==> src/rtl/tc_comp_pkg.sv <==
package tc_comp_pkg;
    // number of sloped segments on the curve
    localparam int TC_NSEG  = 4;
    localparam int TC_IDX_W = $clog2(TC_NSEG);
    typedef logic [TC_IDX_W-1:0] seg_idx_t;
endpackage

==> src/rtl/tc_seg_decode.sv <==
module tc_seg_decode
    import tc_comp_pkg::*;
#(
    parameter int CODE_W = 8,
    parameter int SPAN   = 32
) (
    input  logic [CODE_W-1:0] code_i,
    output logic [CODE_W-1:0] code_eff_o,
    output seg_idx_t          seg_o
);
    localparam int TOP = TC_NSEG * SPAN - 1;
    localparam int SH  = $clog2(SPAN);

    logic [CODE_W-1:0] clipped;
    logic [CODE_W-1:0] below;
    logic [CODE_W-1:0] shifted;

    always_comb begin
        // saturate above the last knee; code 0 falls into segment 0 naturally
        clipped = (code_i > CODE_W'(TOP)) ? CODE_W'(TOP) : code_i;
        below   = (clipped == '0) ? '0 : clipped - CODE_W'(1);
        shifted = below >> SH;
        code_eff_o = clipped;
        seg_o      = shifted[TC_IDX_W-1:0];
    end
endmodule

==> src/rtl/tc_seg_term.sv <==
module tc_seg_term #(
    parameter int CODE_W  = 8,
    parameter int SLOPE_W = 5,
    parameter int OUT_W   = 12,
    parameter int BASE    = 64,
    parameter int CARRY   = 0
) (
    input  logic        [CODE_W-1:0]  code_i,
    input  logic signed [SLOPE_W-1:0] slope_i,
    input  logic signed [SLOPE_W-1:0] carry_slope_i,
    output logic signed [OUT_W-1:0]   term_o
);
    localparam int WW = OUT_W + 4;

    logic signed [WW-1:0] delta;
    logic signed [WW-1:0] slope_x;
    logic signed [WW-1:0] carry_x;
    logic signed [WW-1:0] prod;
    logic signed [WW-1:0] carry_term;
    logic signed [WW-1:0] sum;

    always_comb begin
        delta      = WW'(code_i) - WW'(BASE);
        slope_x    = WW'(slope_i);
        carry_x    = WW'(carry_slope_i);
        prod       = delta * slope_x;
        carry_term = carry_x * WW'(CARRY);
        sum        = prod + carry_term;
        term_o     = sum[OUT_W-1:0];
    end
endmodule

==> src/rtl/tc_temp_comp.sv <==
module tc_temp_comp
    import tc_comp_pkg::*;
#(
    parameter int CODE_W  = 8,
    parameter int SLOPE_W = 5,
    parameter int OUT_W   = 12,
    parameter int SPAN    = 32
) (
    input  logic                      clk,
    input  logic                      rst_n,
    input  logic                      sample_i,
    input  logic        [CODE_W-1:0]  code_i,
    input  logic signed [SLOPE_W-1:0] ma_i,
    input  logic signed [SLOPE_W-1:0] mb_i,
    input  logic signed [SLOPE_W-1:0] mc_i,
    input  logic signed [SLOPE_W-1:0] md_i,
    output logic signed [OUT_W-1:0]   corr_o,
    output logic                      valid_o
);
    localparam int MID = TC_NSEG / 2;

    typedef struct packed {
        logic signed [OUT_W-1:0] corr;
        logic                    valid;
    } state_t;

    state_t st_d, st_q;

    logic [CODE_W-1:0]        code_eff;
    seg_idx_t                 seg;
    logic signed [SLOPE_W-1:0] slope_arr [TC_NSEG];
    logic signed [OUT_W-1:0]   term_arr  [TC_NSEG];

    assign slope_arr[0] = ma_i;
    assign slope_arr[1] = mb_i;
    assign slope_arr[2] = mc_i;
    assign slope_arr[3] = md_i;

    tc_seg_decode #(
        .CODE_W (CODE_W),
        .SPAN   (SPAN)
    ) dec_i (
        .code_i     (code_i),
        .code_eff_o (code_eff),
        .seg_o      (seg)
    );

    // Segments below the centre anchor at their upper end, those above at
    // their lower end; outer segments carry in the span of their neighbour.
    for (genvar k = 0; k < TC_NSEG; k++) begin : g_seg
        localparam int BASE_K  = (k < MID) ? SPAN * (k + 1) : SPAN * k;
        localparam int CARRY_K = (k < MID - 1) ? -SPAN :
                                 (k > MID)     ?  SPAN : 0;
        localparam int NB_K    = (k < MID - 1) ? k + 1 :
                                 (k > MID)     ? k - 1 : k;
        tc_seg_term #(
            .CODE_W  (CODE_W),
            .SLOPE_W (SLOPE_W),
            .OUT_W   (OUT_W),
            .BASE    (BASE_K),
            .CARRY   (CARRY_K)
        ) term_i (
            .code_i        (code_eff),
            .slope_i       (slope_arr[k]),
            .carry_slope_i (slope_arr[NB_K]),
            .term_o        (term_arr[k])
        );
    end

    always_comb begin
        st_d       = st_q;
        st_d.valid = sample_i;
        if (sample_i) begin
            st_d.corr = term_arr[seg];
        end
    end

    always_ff @(posedge clk or negedge rst_n) begin
        if (!rst_n) begin
            st_q <= '0;
        end else begin
            st_q <= st_d;
        end
    end

    assign corr_o  = st_q.corr;
    assign valid_o = st_q.valid;
endmodule

==> config.mk <==
export PLATFORM = sky130hd
export DESIGN_NAME = tc_temp_comp
export DESIGN_NICKNAME = d
export VERILOG_FILES = /design/src/rtl/tc_comp_pkg.sv /design/src/rtl/tc_seg_decode.sv /design/src/rtl/tc_seg_term.sv /design/src/rtl/tc_temp_comp.sv
export SDC_FILE = /design/constraint.sdc
export NUM_CORES = 1
export LEC_CHECK = 0
export BUFFER_PORTS_ARGS = -buffer_cell sky130_fd_sc_hd__buf_2
export CORE_MARGIN = 2
export CORE_UTILIZATION = 40
export DETAILED_ROUTE_END_ITERATION = 12
export PLACE_DENSITY = 0.61
export SETUP_SLACK_MARGIN = 0.1
export SYNTH_ARGS = -nofsm -noshare
export SYNTH_HDL_FRONTEND = slang
export SYNTH_SLANG_ARGS = --single-unit
==> constraint.sdc <==
create_clock -name clk -period 0.9 [get_ports clk]
set_input_delay 0.09 -clock clk [delete_from_list [all_inputs] [get_ports clk]]
set_output_delay 0.09 -clock clk [all_outputs]
set_load 0.1 [all_outputs]
==> Yosys cells after proc, flatten, opt, wreduce, memory -nomap -nowiden <==
Index checks and enable logic that the tools add are counted.
W data, S select, Z words.
{ "totals": {"regBits": 13, "input_bits": 31, "out_inout_bits": 13} }
{ "op_classes": {"addsub": 7, "multipliers": 4, "magnitude_cmp": 2, "muxes": 5, "n_bitwise": 1, "reduce_logical": 1} }
{ "op_table": {"columns": ["cell", "n"], "rows": [
  ["$mul A9 B5 Y12", 4],
  ["$bmux W12 S2", 1],
  ["$mux W12", 2],
  ["$sub A8 B7 Y9 const B", 2],
  ["$add A12 B10 Y12", 1],
  ["$add A12 B12 Y12", 1],
  ["$sub A8 B6 Y9 const B", 1],
  ["$gt A8 B7 Y1 const B", 1],
  ["$logic_not A8 Y1", 1],
  ["$mux W8", 1],
  ["$mux W7", 1],
  ["$neg A5 Y7", 1],
  ["$sub A7 B1 Y7 const B", 1],
  ["$ge A3 B3 Y1 const B", 1],
  ["$not A2 Y3", 1]
]} }

==> Logic depth before layout (Yosys ltp) <==
Gate-level depths: netlist of run 1.
{ "logic_depth": {"word_depth": 8, "mapped_depth": 19} }

==> Modules after synthesis <==
From an unflattened synthesis of run 1, not the netlist that was laid out.
{ "unflattened": {"cells_unflattened": 753, "hier_area_um2": 6749.0} }
{ "modules_own_cells": {"columns": ["mod", "n_inst", "cells_each", "area_each_um2", "seq_area_each_um2"], "rows": [
  ["tc_seg_term at g_seg[1].term_i ...", 2, 159, 1387.6, 0.0],
  ["tc_seg_term at g_seg[0].term_i", 1, 186, 1599.0, 0.0],
  ["tc_seg_term at g_seg[3].term_i", 1, 165, 1456.4, 0.0],
  ["tc_temp_comp", 1, 69, 818.3, 325.3],
  ["tc_seg_decode", 1, 15, 100.1, 0.0]
]} }

==> Worst setup path after synthesis of run 1 <==
No wires, ideal clock.
{ "synth_timing": {"kind": "input to register", "from": "input port code_i[7]", "to": "register st_q, in the netlist corr_o[11]", "setup_time_ns": 0.135, "arrival_time_ns": 4.169, "setup_slack_ns": -3.404, "stages": 16, "path_cell_list": "clkbuf_1 nor2_1 clkbuf_1 nand2_1 fa_1 fa_1 fa_1 inv_1 fa_1 a211oi_1 o21bai_1 a211oi_1 o21bai_1 xnor2_1 a41oi_1 o211ai_1"} }
{ "synth_between": {"elab_chain_len": 8, "word_cells_on_any_way": 18, "cone_classes": "add/sub: 6; mul: 4; order compare: 1; mux: 5; bitwise: 1; reduce/logical: 1"} }
{ "synth_lines": {"columns": ["element", "line", "text"], "rows": [
  ["start: declaration", "tc_temp_comp.sv:12", "input logic [CODE_W-1:0] code_i,"],
  ["$gt A8 B7 Y1", "tc_seg_decode.sv:20", "clipped = (code_i > CODE_W'(TOP)) ? CODE_W'(TOP) : code_i;"],
  ["$mux W8 *", "tc_seg_decode.sv:20", null],
  ["$sub A8 B7 Y9, or another cell as far along", "tc_seg_term.sv:23", "delta = WW'(code_i) - WW'(BASE);"],
  ["$mul A9 B5 Y12 or $mux W7 (tied branches)", "tc_seg_term.sv:26, tc_seg_decode.sv:21", null],
  ["$add A12 B10 Y12, or another cell as far along", "tc_seg_term.sv:28", "sum = prod + carry_term;"],
  ["$bmux W12 S2 *", "tc_temp_comp.sv:74", "st_d.corr = term_arr[seg];"],
  ["$mux W12 (implied by the code) * (2 in a row)", "tc_temp_comp.sv:74", null],
  ["end signal: assignment", "tc_temp_comp.sv:82", "st_q <= st_d;"],
  ["end: declaration", "tc_temp_comp.sv:27", "state_t st_d, st_q;"]
]} }
Every way passes the cells marked *; elsewhere a longest branch is shown, timed or not. The select of a mux whose other input is x is not followed.
A chain may end at the register's enable or synchronous reset.

==> Worst setup path after layout of run 1 <==
{ "layout_timing": {"from": "input port code_i[7]", "to": "register st_q, in the netlist corr_o[10]"} }
Same word-level chain as after synthesis.

==> flow_summary_export.csv, run 1 <==
group,metric,value,unit
grt,grt_pass1_vias,6159,
synthesis,synth-seq-cells,13,
floorplan,die_h,131.7,um
synthesis,synth-edff-count,0,
synthesis,yosys.area_share.simple,16.49,%
outcome,violations,"negative setup slack",
worst_setup_path,slowest_stage,"fa_1",
place,placed_area,8610,um2
timing,period_needed,3.818,ns
routing,drt_first_iter_violations,333,
synthesis,synth_area_leader_cell,"fa_1",
hold_path,min_path_cells,1,
synthesis,ys_seq_area_share,4.990,%
clocking,numCtsBuffers,3,
grt,gr-total-overflow,0,
synthesis,synthArstFlopShare,100.0,%
routing,drcViolationCount,0,
hold_path,hold_end,"valid_o$_DFF_PN0_",
grt,antenna_found_initial,0,
place,place_ws,-3.304,ns
synthesis,synth_compound_area_share,10.67,%
job,cap_violations,0,
timing,slew_violations,0,
place,dpl.cell_count,1165,
power,finalPower,20.92,mW
power,swShare,49.02,%
synthesis,synth-adder-area-share,46.68,%
synthesis,yosys.area.top_type_share,32.86,%
worst_setup_path,reg2reg_from,"corr_o[11]$_DFFE_PN0P_",
worst_setup_path,worst_path_most_repeated_cell,"fa_1",
power,p_leak,4.713,nW
clocking,cts.htree.levels,1,
timing,hold_violations,0,
timing,fin_skew,0,ns
finish,final_cell_mix,"buf_4 (161), inv_1 (154), fa_1 (103)",
synthesis,yosysWarnings,0,
power,vdd_drop_max,1.920,mV
clocking,root_buffer,"clkbuf_16",
synthesis,ys.flop_type,"dfrtp_1",
floorplan,initial_utilization,41.04,%
power,powerDensity,2153,nW/um2
floorplan,design.die.area,17330,um2
synthesis,syn_inst,767,
clocking,clk_latency,0.24,ns
floorplan,num_rows,46,
power,seq_power_share,5.4,%
finish,instances_no_fill,1197,
routing,routed_wirelength,18670,um
power,p_clk_share,4.0,%
place,dpl.hpwl,15600,um
worst_setup_path,worstPathArrival,3.93,ns
power,internal_power,10.67,mW
worst_setup_path,worstSetupPathType,"input pin to register",
power,p_switching,10.26,mW
routing,vias,5729,
clocking,clockBufferDepth,2,
outcome,status,"complete, but fails checks",
finish,nets,1192,
finish,final_common_cell,"buf_4",
synthesis,synthesis.nets,977,
synthesis,syn_area,6519,um2
clocking,clock-sinks,13,
floorplan,fp.coreArea,15890,um2
timing,setup_viol,25,
clocking,cts_tree,"done",
worst_setup_path,cp-start-kind,"input pin",
worst_setup_path,worstPathCellList,"buf_8 > or2_4 > ha_4 > buf_12 > nor2b_4 > fa_1 > fa_1 > inv_1 > fa_1 > inv_2 > ha_4 > or4_4 > o21ai_2 > a21oi_2 > xor2_1 > a31oi_1 > a41oi_2",
synthesis,synth_top_family_by_area,"adder cells",
synthesis,synth_xor_area_share,7.063,%
timing,rsz0062_at_grt,"true",
worst_setup_path,reg2reg_depth,3,
finish,design_area,9718,um2
finish,antennaDiodeCount,0,
grt,grt_usage,21.71,%
synthesis,synthMuxAreaShare,1.939,%
synthesis,synthTopCellsByArea,"fa_1 (33%), ha_1 (14%), inv_1 (9.9%), dfrtp_1 (5.0%), xnor2_1 (5.0%)",
worst_setup_path,r2r_end,"corr_o[11]$_DFFE_PN0P_",
place,place_congestion,0.8928,
worst_setup_path,cp_data_required_time,1.01,ns
worst_setup_path,cp-end-kind,"register",
timing,period_share,424.3,%
power,p_comb_share,90.5,%
routing,vias_per_cell,4.786,
floorplan,dieWidth,131.7,um
finish,layout-drive-gt1-share,41.39,%
synthesis,syn_avg_cell_area,8.499,um2
worst_setup_path,cp_top_family,"adder cells",
routing,drtPass1Iterations,6,
worst_setup_path,critPathBufInv,4,
finish,utilization,61.18,%
timing,max_freq,261.9,MHz
timing,relSlewSlack,75.73,%
worst_setup_path,crit_path_max_incr_delay,0.49,ns
grt,grt_max_degree,16,
hold_path,hold_start,"sample_i",
synthesis,post_synth_num_cell_types,52,
timing,setup_slack,-2.918,ns
timing,tightest_slew,0.3641,ns
routing,post_drt_wl_per_cell,15.60,um
floorplan,io_pins,44,
finish,syn_to_final_growth,49.08,%
worst_setup_path,r2r_setup_slack,-0.08,ns
routing,ant_nets,0,
grt,grt_pass1_wl,30550,um
worst_setup_path,crit_fanout,5,
hold_path,hold_class,"input pin to register",
clocking,clk_pin_slew,0.05,ns
place,io_buffers,43,
## through the flow
stage | hold slack (ns) | TNS, ns
after global placement | -0.008287 | -31.44
after floorplan | -0.2056 | -26.03
after detailed placement | -0.004800 | -31.68
final | 0.1614 | -26.86
after global routing | 0.1791 | -28.30
after CTS | 0.1346 | -26.67
## synthesized netlist by cell type, types with 4 or more instances
cell / n
a211oi_1: 12
a21o_1: 11
a21oi_1: 16
a31oi_1: 8
and2_1: 37
buf_2: 4
clkbuf_1: 19
dfrtp_1: 13
fa_1: 107
ha_1: 72
inv_1: 172
mux2_2: 6
nand2_1: 42
nor2_1: 50
nor2b_1: 48
nor3_1: 13
nor4_1: 4
o211ai_1: 6
o21a_1: 5
o21ai_0: 26
o21ai_1: 4
o21bai_1: 5
xnor2_1: 37
xor2_1: 13
## layer usage
layer | global-route usage [%] | part of all wire [%] | routed length, um
met4 | 4.771 | 1.5 | 280
met2 | 37.38 | 48 | 8966
met3 | 1.505 | 2.4 | 449
met5 | 0 | 0 | 0
met1 | 30.00 | 48 | 8974
## worst max-delay path by stage
| stage | start | end | cells past startpoint |
|---|---|---|---|
| floorplan | code_i[5] | corr_o[10]$_DFFE_PN0P_ | 17 |
| global placement | code_i[5] | corr_o[10]$_DFFE_PN0P_ | 17 |
| detailed placement | code_i[5] | corr_o[10]$_DFFE_PN0P_ | 19 |
| CTS | code_i[7] | corr_o[10]$_DFFE_PN0P_ | 16 |
| global route | code_i[7] | corr_o[10]$_DFFE_PN0P_ | 18 |
| finish | code_i[7] | corr_o[10]$_DFFE_PN0P_ | 17 |
## repair_timing
item / CTS / global route
pin swaps: 65 / 60
endpoints found under the setup margin: 25 / 25
hold buffers: 1 / 0
hold endpoints to repair: 13 / 0
buffers inserted: 15 / 14
resized for setup: 108 / 76
cloned: 1 / 0
## kinds of logic (layout without fill, tap and decap cells)
family                     after synthesis  in the layout
AOI/OAI and AO/OA                      106            106
muxes                                    9              9
and+or+nand+nor                        208            208
buffers and inverters                  201            415
adders and majority gates              179            179
DFF                                     13             13
xor gates and xnor gates                51             51
## power by group through the flow
stage          logic, mW  clock network, mW  registers, mW
6_report            18.9              0.843           1.14
4_1_cts             17.5              0.842           1.13
5_1_grt             20.5              0.861           1.16
3_5_place_dp        16.0                  0           1.13
2_1_floorplan       8.71                  0           2.67
3_3_place_gp        15.9                  0           1.12
## layout make-up
class	count	area, um2
well taps	216	270.3
multi-input cells	553	6259
inverters	173	656.9
clock buffers	4	78.83
repair buffers	238	2113
flip-flops and latches	13	340.3
fillers	1331	6167
## worst reg2reg max path, stage by stage, from the launching register on
cell and delay (ns):
dfrtp_2 0.42, nor2b_1 0.13, a41oi_1 0.19, o211ai_1 0.11
## sequential cells by signal, summed over array words and instances (netlist names)
signal	count
corr_o	12
valid_o	1
No activity file was read; power rests on OpenSTA's default activity.
==> inputs of run 2 (changes only) <==
--- a/config.mk
+++ b/config.mk
@@ -6,7 +6,7 @@
 export NUM_CORES = 1
 export LEC_CHECK = 0
 export BUFFER_PORTS_ARGS = -buffer_cell sky130_fd_sc_hd__buf_2
-export CORE_MARGIN = 2
+export CORE_MARGIN = 5
 export CORE_UTILIZATION = 40
 export DETAILED_ROUTE_END_ITERATION = 12
 export PLACE_DENSITY = 0.61
==> run 2 against run 1 <==
Net effect:
- the flow still finishes with violations (negative setup slack)
- clock-buffer cell count is the same
- critical path depth grew 2
- worst setup slack improved by 0.051 ns
- register-to-register slack improved by 0.04 ns
- largest power group unchanged
- largest cell class unchanged
==> flow_summary_export.csv, run 2 (synthesis gave the netlist of run 1 again) <==
group,metric,value,unit
grt,antenna_found_initial,0,
finish,design_area,9495,um2
clocking,clockBufferDepth,2,
clocking,clk_pin_slew,0.05,ns
floorplan,io_pins,44,
timing,setup_slack,-2.868,ns
timing,fin_skew,0,ns
floorplan,die_h,137.7,um
worst_setup_path,worstPathArrival,3.94,ns
place,place_congestion,0.8789,
clocking,clock-sinks,13,
worst_setup_path,r2r_setup_slack,-0.04,ns
timing,relSlewSlack,72.10,%
outcome,status,"complete, but fails checks",
timing,slew_violations,0,
finish,antennaDiodeCount,0,
floorplan,fp.coreArea,15940,um2
clocking,numCtsBuffers,3,
clocking,clk_latency,0.24,ns
finish,nets,1191,
floorplan,dieWidth,137.7,um
timing,tightest_slew,0.4185,ns
power,seq_power_share,5.5,%
grt,grt_max_degree,23,
routing,ant_nets,0,
timing,hold_violations,0,
finish,largest_reg_flops,12,
place,placed_area,8622,um2
grt,grt_pass1_vias,6037,
power,vdd_drop_max,1.577,mV
finish,final_common_cell,"buf_4",
finish,final_cell_mix,"buf_4 (162), inv_1 (158), fa_1 (103)",
hold_path,hold_class,"input pin to asynchronous set/reset pin",
finish,layout-drive-gt1-share,39.18,%
power,p_comb_share,90.4,%
routing,drtPass1Iterations,5,
power,internal_power,10.33,mW
routing,drt_first_iter_violations,278,
routing,vias,5750,
timing,hold_slack,0.2883,ns
routing,vias_per_cell,4.808,
floorplan,initial_utilization,40.89,%
routing,drcViolationCount,0,
worst_setup_path,cp-start-kind,"input pin",
timing,rsz0062_at_grt,"true",
grt,gr-total-overflow,0,
worst_setup_path,reg2reg_depth,3,
clocking,cts.htree.levels,1,
grt,grt_pass1_wl,30900,um
worst_setup_path,crit_fanout,6,
power,swShare,49.12,%
worst_setup_path,reg2reg_from,"corr_o[11]$_DFFE_PN0P_",
job,cap_violations,0,
clocking,root_buffer,"clkbuf_16",
grt,grt_usage,20.50,%
outcome,violations,"negative setup slack",
power,powerDensity,2138,nW/um2
worst_setup_path,r2r_end,"corr_o[11]$_DFFE_PN0P_",
worst_setup_path,worstSetupPathType,"input pin to register",
worst_setup_path,cp_data_required_time,1.07,ns
power,p_switching,9.970,mW
routing,post_drt_wl_per_cell,15.70,um
clocking,cts_tree,"done",
timing,period_share,418.7,%
floorplan,num_rows,46,
place,io_buffers,43,
power,finalPower,20.30,mW
routing,routed_wirelength,18780,um
place,dpl.hpwl,15850,um
timing,max_freq,265.4,MHz
worst_setup_path,cp-end-kind,"register",
power,p_clk_share,4.1,%
power,p_leak,4.664,nW
timing,setup_viol,24,
finish,syn_to_final_growth,45.66,%
timing,period_needed,3.768,ns
floorplan,design.die.area,18950,um2
[run 2: what timing repair did]
item,CTS,global route
cloned,0,0
resized for setup,83,67
endpoints found under the hold margin,13,0
hold buffers,1,0
pin swaps,50,49
setup endpoints to repair,25,25
buffers inserted,18,3
[run 2: final cells by class]
cell class              count  area, um2
fillers                  1375       6447
multi-input cells         553       6073
repair buffers            237       2081
inverters                 173      651.9
flip-flops and latches     13      340.3
well taps                 216      270.3
clock buffers               4      78.83
[run 2: power groups by stage]
stage	Sequential (mW)	Combinational, mW	Clock (mW)
final	1.12	18.3	0.830
after CTS	1.12	17.2	0.847
after global placement	1.12	16.0	0
after floorplan	2.67	8.71	0
after detailed placement	1.13	16.2	0
after global routing	1.15	19.9	0.886
[run 2: worst max-delay path: stages]
cell and delay, ns:
buf_8 0.11, or2_4 0.27, ha_4 0.32, buf_6 0.12
nand2_4 0.04, fa_1 0.50, inv_1 0.05, fa_1 0.49
inv_2 0.05, fa_1 0.57, inv_2 0.06, ha_4 0.29
o21ai_2 0.06, o21bai_1 0.17, a21oi_2 0.08, buf_4 0.14
xor2_2 0.14, o2111ai_2 0.20, o221a_1 0.20
[run 2: layer usage]
| metal | wire length (um) | vias up | track usage (%) |
|---|---|---|---|
| met5 | 0 | - | 0 |
| met4 | 168 | 0 | 1.996 |
| met3 | 560 | 14 | 1.205 |
| met2 | 8944 | 112 | 34.25 |
| met1 | 9107 | 2814 | 30.36 |
| li1 | - | 2810 | - |
[run 2: worst max path at each step]
stage | slack, ns | start | endpoint
after floorplan | -2.94 | code_i[5] | corr_o[10]$_DFFE_PN0P_
after global placement | -3.36 | code_i[7] | corr_o[9]$_DFFE_PN0P_
after detailed placement | -3.36 | code_i[7] | corr_o[9]$_DFFE_PN0P_
after CTS | -2.93 | code_i[7] | corr_o[10]$_DFFE_PN0P_
after global routing | -3.03 | code_i[7] | corr_o[10]$_DFFE_PN0P_
final | -2.87 | code_i[7] | corr_o[9]$_DFFE_PN0P_
[run 2: per-stage QoR]
step | TNS, ns | setup slack (ns) | instances | util, %
6_report | -26.72 | -2.868 | 1196 | 59.56
5_1_grt | -28.21 | -3.032 | 1196 | 59.56
4_1_cts | -27.00 | -2.928 | 1193 | 57.68
3_5_place_dp | -32.52 | -3.362 | 1170 | 54.08
3_3_place_gp | -32.13 | -3.363 | 1170 | 54.08
2_1_floorplan | -26.03 | -2.935 | 767 | -
==> inputs of run 3 (changes only) <==
--- a/config.mk
+++ b/config.mk
@@ -10,6 +10,7 @@
 export CORE_UTILIZATION = 40
 export DETAILED_ROUTE_END_ITERATION = 12
 export PLACE_DENSITY = 0.61
+export RECOVER_POWER = 25
 export SETUP_SLACK_MARGIN = 0.1
 export SYNTH_ARGS = -nofsm -noshare
 export SYNTH_HDL_FRONTEND = slang
==> run 3 against run 2 <==
Net effect:
- the run still ends with negative setup slack left
- design area unchanged
- routed wire length about the same
- core utilization unchanged
- highest routed layer unchanged
- critical path type unchanged
==> flow_summary_export.csv, run 3 (synthesis gave the netlist of run 1 again) <==
group,metric,value,unit
place,placed_area,8622,um2
timing,tightest_slew,0.4649,ns
routing,drt_first_iter_violations,278,
timing,hold_slack,0.3004,ns
outcome,violations,"negative setup slack",
finish,antennaDiodeCount,0,
clocking,clk_latency,0.24,ns
power,internal_power,10.33,mW
floorplan,design.die.area,18950,um2
worst_setup_path,cp_data_required_time,1.07,ns
place,place_ws,-3.362,ns
power,p_clk_share,4.1,%
worst_setup_path,reg2reg_depth,3,
timing,fin_skew,0,ns
grt,grt_max_degree,23,
grt,grt_usage,20.50,%
place,dpl.hpwl,15850,um
timing,period_needed,3.768,ns
worst_setup_path,critPathBufInv,6,
worst_setup_path,crit_fanout,6,
place,place_congestion,0.8789,
power,vdd_drop_max,1.577,mV
grt,grt_pass1_vias,6037,
place,io_buffers,43,
timing,max_freq,265.4,MHz
routing,routed_wirelength,18780,um
worst_setup_path,cp_num_cells,19,
power,p_comb_share,90.4,%
timing,setup_viol,24,
finish,nets,1191,
grt,gr-total-overflow,0,
power,p_switching,9.970,mW
timing,hold_violations,0,
finish,syn_to_final_growth,45.66,%
finish,fillCellCount,1375,
routing,drcViolationCount,0,
finish,layout-drive-gt1-share,39.18,%
grt,antenna_found_initial,0,
grt,grtUsageMet1,30.36,%
clocking,clock-sinks,13,
floorplan,die_h,137.7,um
job,cap_violations,0,
clocking,clockBufferDepth,2,
place,dpl.cell_count,1170,
worst_setup_path,cp-end-kind,"register",
power,finalPower,20.30,mW
finish,largest_reg_flops,12,
grt,use_met2,34.25,%
clocking,numCtsBuffers,3,
routing,vias_per_cell,4.807,
finish,utilization,59.56,%
clocking,cts_tree,"done",
worst_setup_path,worstPathCellList,"buf_8 > or2_4 > ha_4 > buf_6 > nand2_4 > fa_1 > inv_1 > fa_1 > inv_2 > fa_1 > inv_2 > ha_4 > o21ai_2 > o21bai_1 > a21oi_2 > buf_4 > xor2_2 > o2111ai_2 > o221a_1",
floorplan,io_pins,44,
power,p_leak,4.665,nW
grt,grt_pass1_wl,30900,um
routing,ant_nets,0,
timing,relSlewSlack,69.00,%
floorplan,num_rows,46,
worst_setup_path,cp_top_family,"adder cells",
worst_setup_path,r2r_end,"corr_o[11]$_DFFE_PN0P_",
worst_setup_path,cp-start-kind,"input pin",
power,seq_power_share,5.5,%
outcome,status,"complete, but fails checks",
finish,final_common_cell,"buf_4",
finish,final_cell_mix,"buf_4 (162), inv_1 (158), fa_1 (103)",
routing,post_drt_wl_per_cell,15.70,um
worst_setup_path,r2r_setup_slack,-0.04,ns
hold_path,hold_class,"input pin to asynchronous set/reset pin",
worst_setup_path,worst_path_most_repeated_cell,"fa_1",
finish,instances_no_fill,1196,
finish,design_area,9495,um2
grt,grtUsageMet3,1.205,%
grt,top_usage_layer,"met2",
clocking,clk_pin_slew,0.05,ns
timing,slew_violations,0,
worst_setup_path,worstSetupPathType,"input pin to register",
floorplan,dieWidth,137.7,um
floorplan,fp.coreArea,15940,um2
worst_setup_path,worstPathArrival,3.94,ns
timing,finalSetupTns,-26.73,ns
worst_setup_path,reg2reg_from,"corr_o[11]$_DFFE_PN0P_",
worst_setup_path,slowest_stage,"fa_1",
timing,setup_slack,-2.868,ns
routing,vias,5749,
power,powerDensity,2138,nW/um2
timing,rsz0062_at_grt,"true",
routing,drtPass1Iterations,5,
clocking,root_buffer,"clkbuf_16",
worst_setup_path,crit_path_max_incr_delay,0.57,ns
timing,period_share,418.7,%
clocking,cts.htree.levels,1,
power,swShare,49.12,%
floorplan,initial_utilization,40.89,%
-- run 3: worst max-delay path by stage --
stage | from | endpoint | slack (ns)
finish | code_i[7] | corr_o[9]$_DFFE_PN0P_ | -2.87
global route | code_i[7] | corr_o[10]$_DFFE_PN0P_ | -3.03
CTS | code_i[7] | corr_o[10]$_DFFE_PN0P_ | -2.93
detailed placement | code_i[7] | corr_o[9]$_DFFE_PN0P_ | -3.36
global placement | code_i[7] | corr_o[9]$_DFFE_PN0P_ | -3.36
floorplan | code_i[5] | corr_o[10]$_DFFE_PN0P_ | -2.94
-- run 3: worst reg2reg max path, cell delays in order, from the launching register on --
cell	delay [ns]
dfrtp_2	0.40
nor2b_1	0.14
a41oi_1	0.17
o211ai_1	0.10
-- run 3: power groups by stage --
| stage | combinational (mW) | clock (mW) | sequential, mW |
|---|---|---|---|
| floorplan | 8.71 | 0 | 2.67 |
| global placement | 16.0 | 0 | 1.12 |
| detailed placement | 16.2 | 0 | 1.13 |
| CTS | 17.2 | 0.847 | 1.12 |
| global route | 19.9 | 0.886 | 1.15 |
| finish | 18.3 | 0.830 | 1.12 |
-- run 3: area by class of cell --
cell class | count | area (um2) | share of cell area (%)
clock buffer | 4 | 78.83 | 0.8301
inverter | 173 | 651.9 | 6.865
multi-input combinational | 553 | 6073 | 63.96
sequential | 13 | 340.3 | 3.584
tap | 216 | 270.3 | 2.846
timing repair buffer | 237 | 2081 | 21.91
-- run 3: timing repair --
item / CTS / global route
gates resized for setup: 83 / 67
hold buffers: 1 / 0
setup endpoints to repair: 25 / 25
buffers inserted: 18 / 3
pin swaps: 50 / 49
endpoints found under the hold margin: 13 / 0
-- run 3: routing by layer --
layer	wire length (um)	part of all wire, %
met5	0	0
met4	168	0.89
met3	560	3.0
met2	8943	48
met1	9107	48
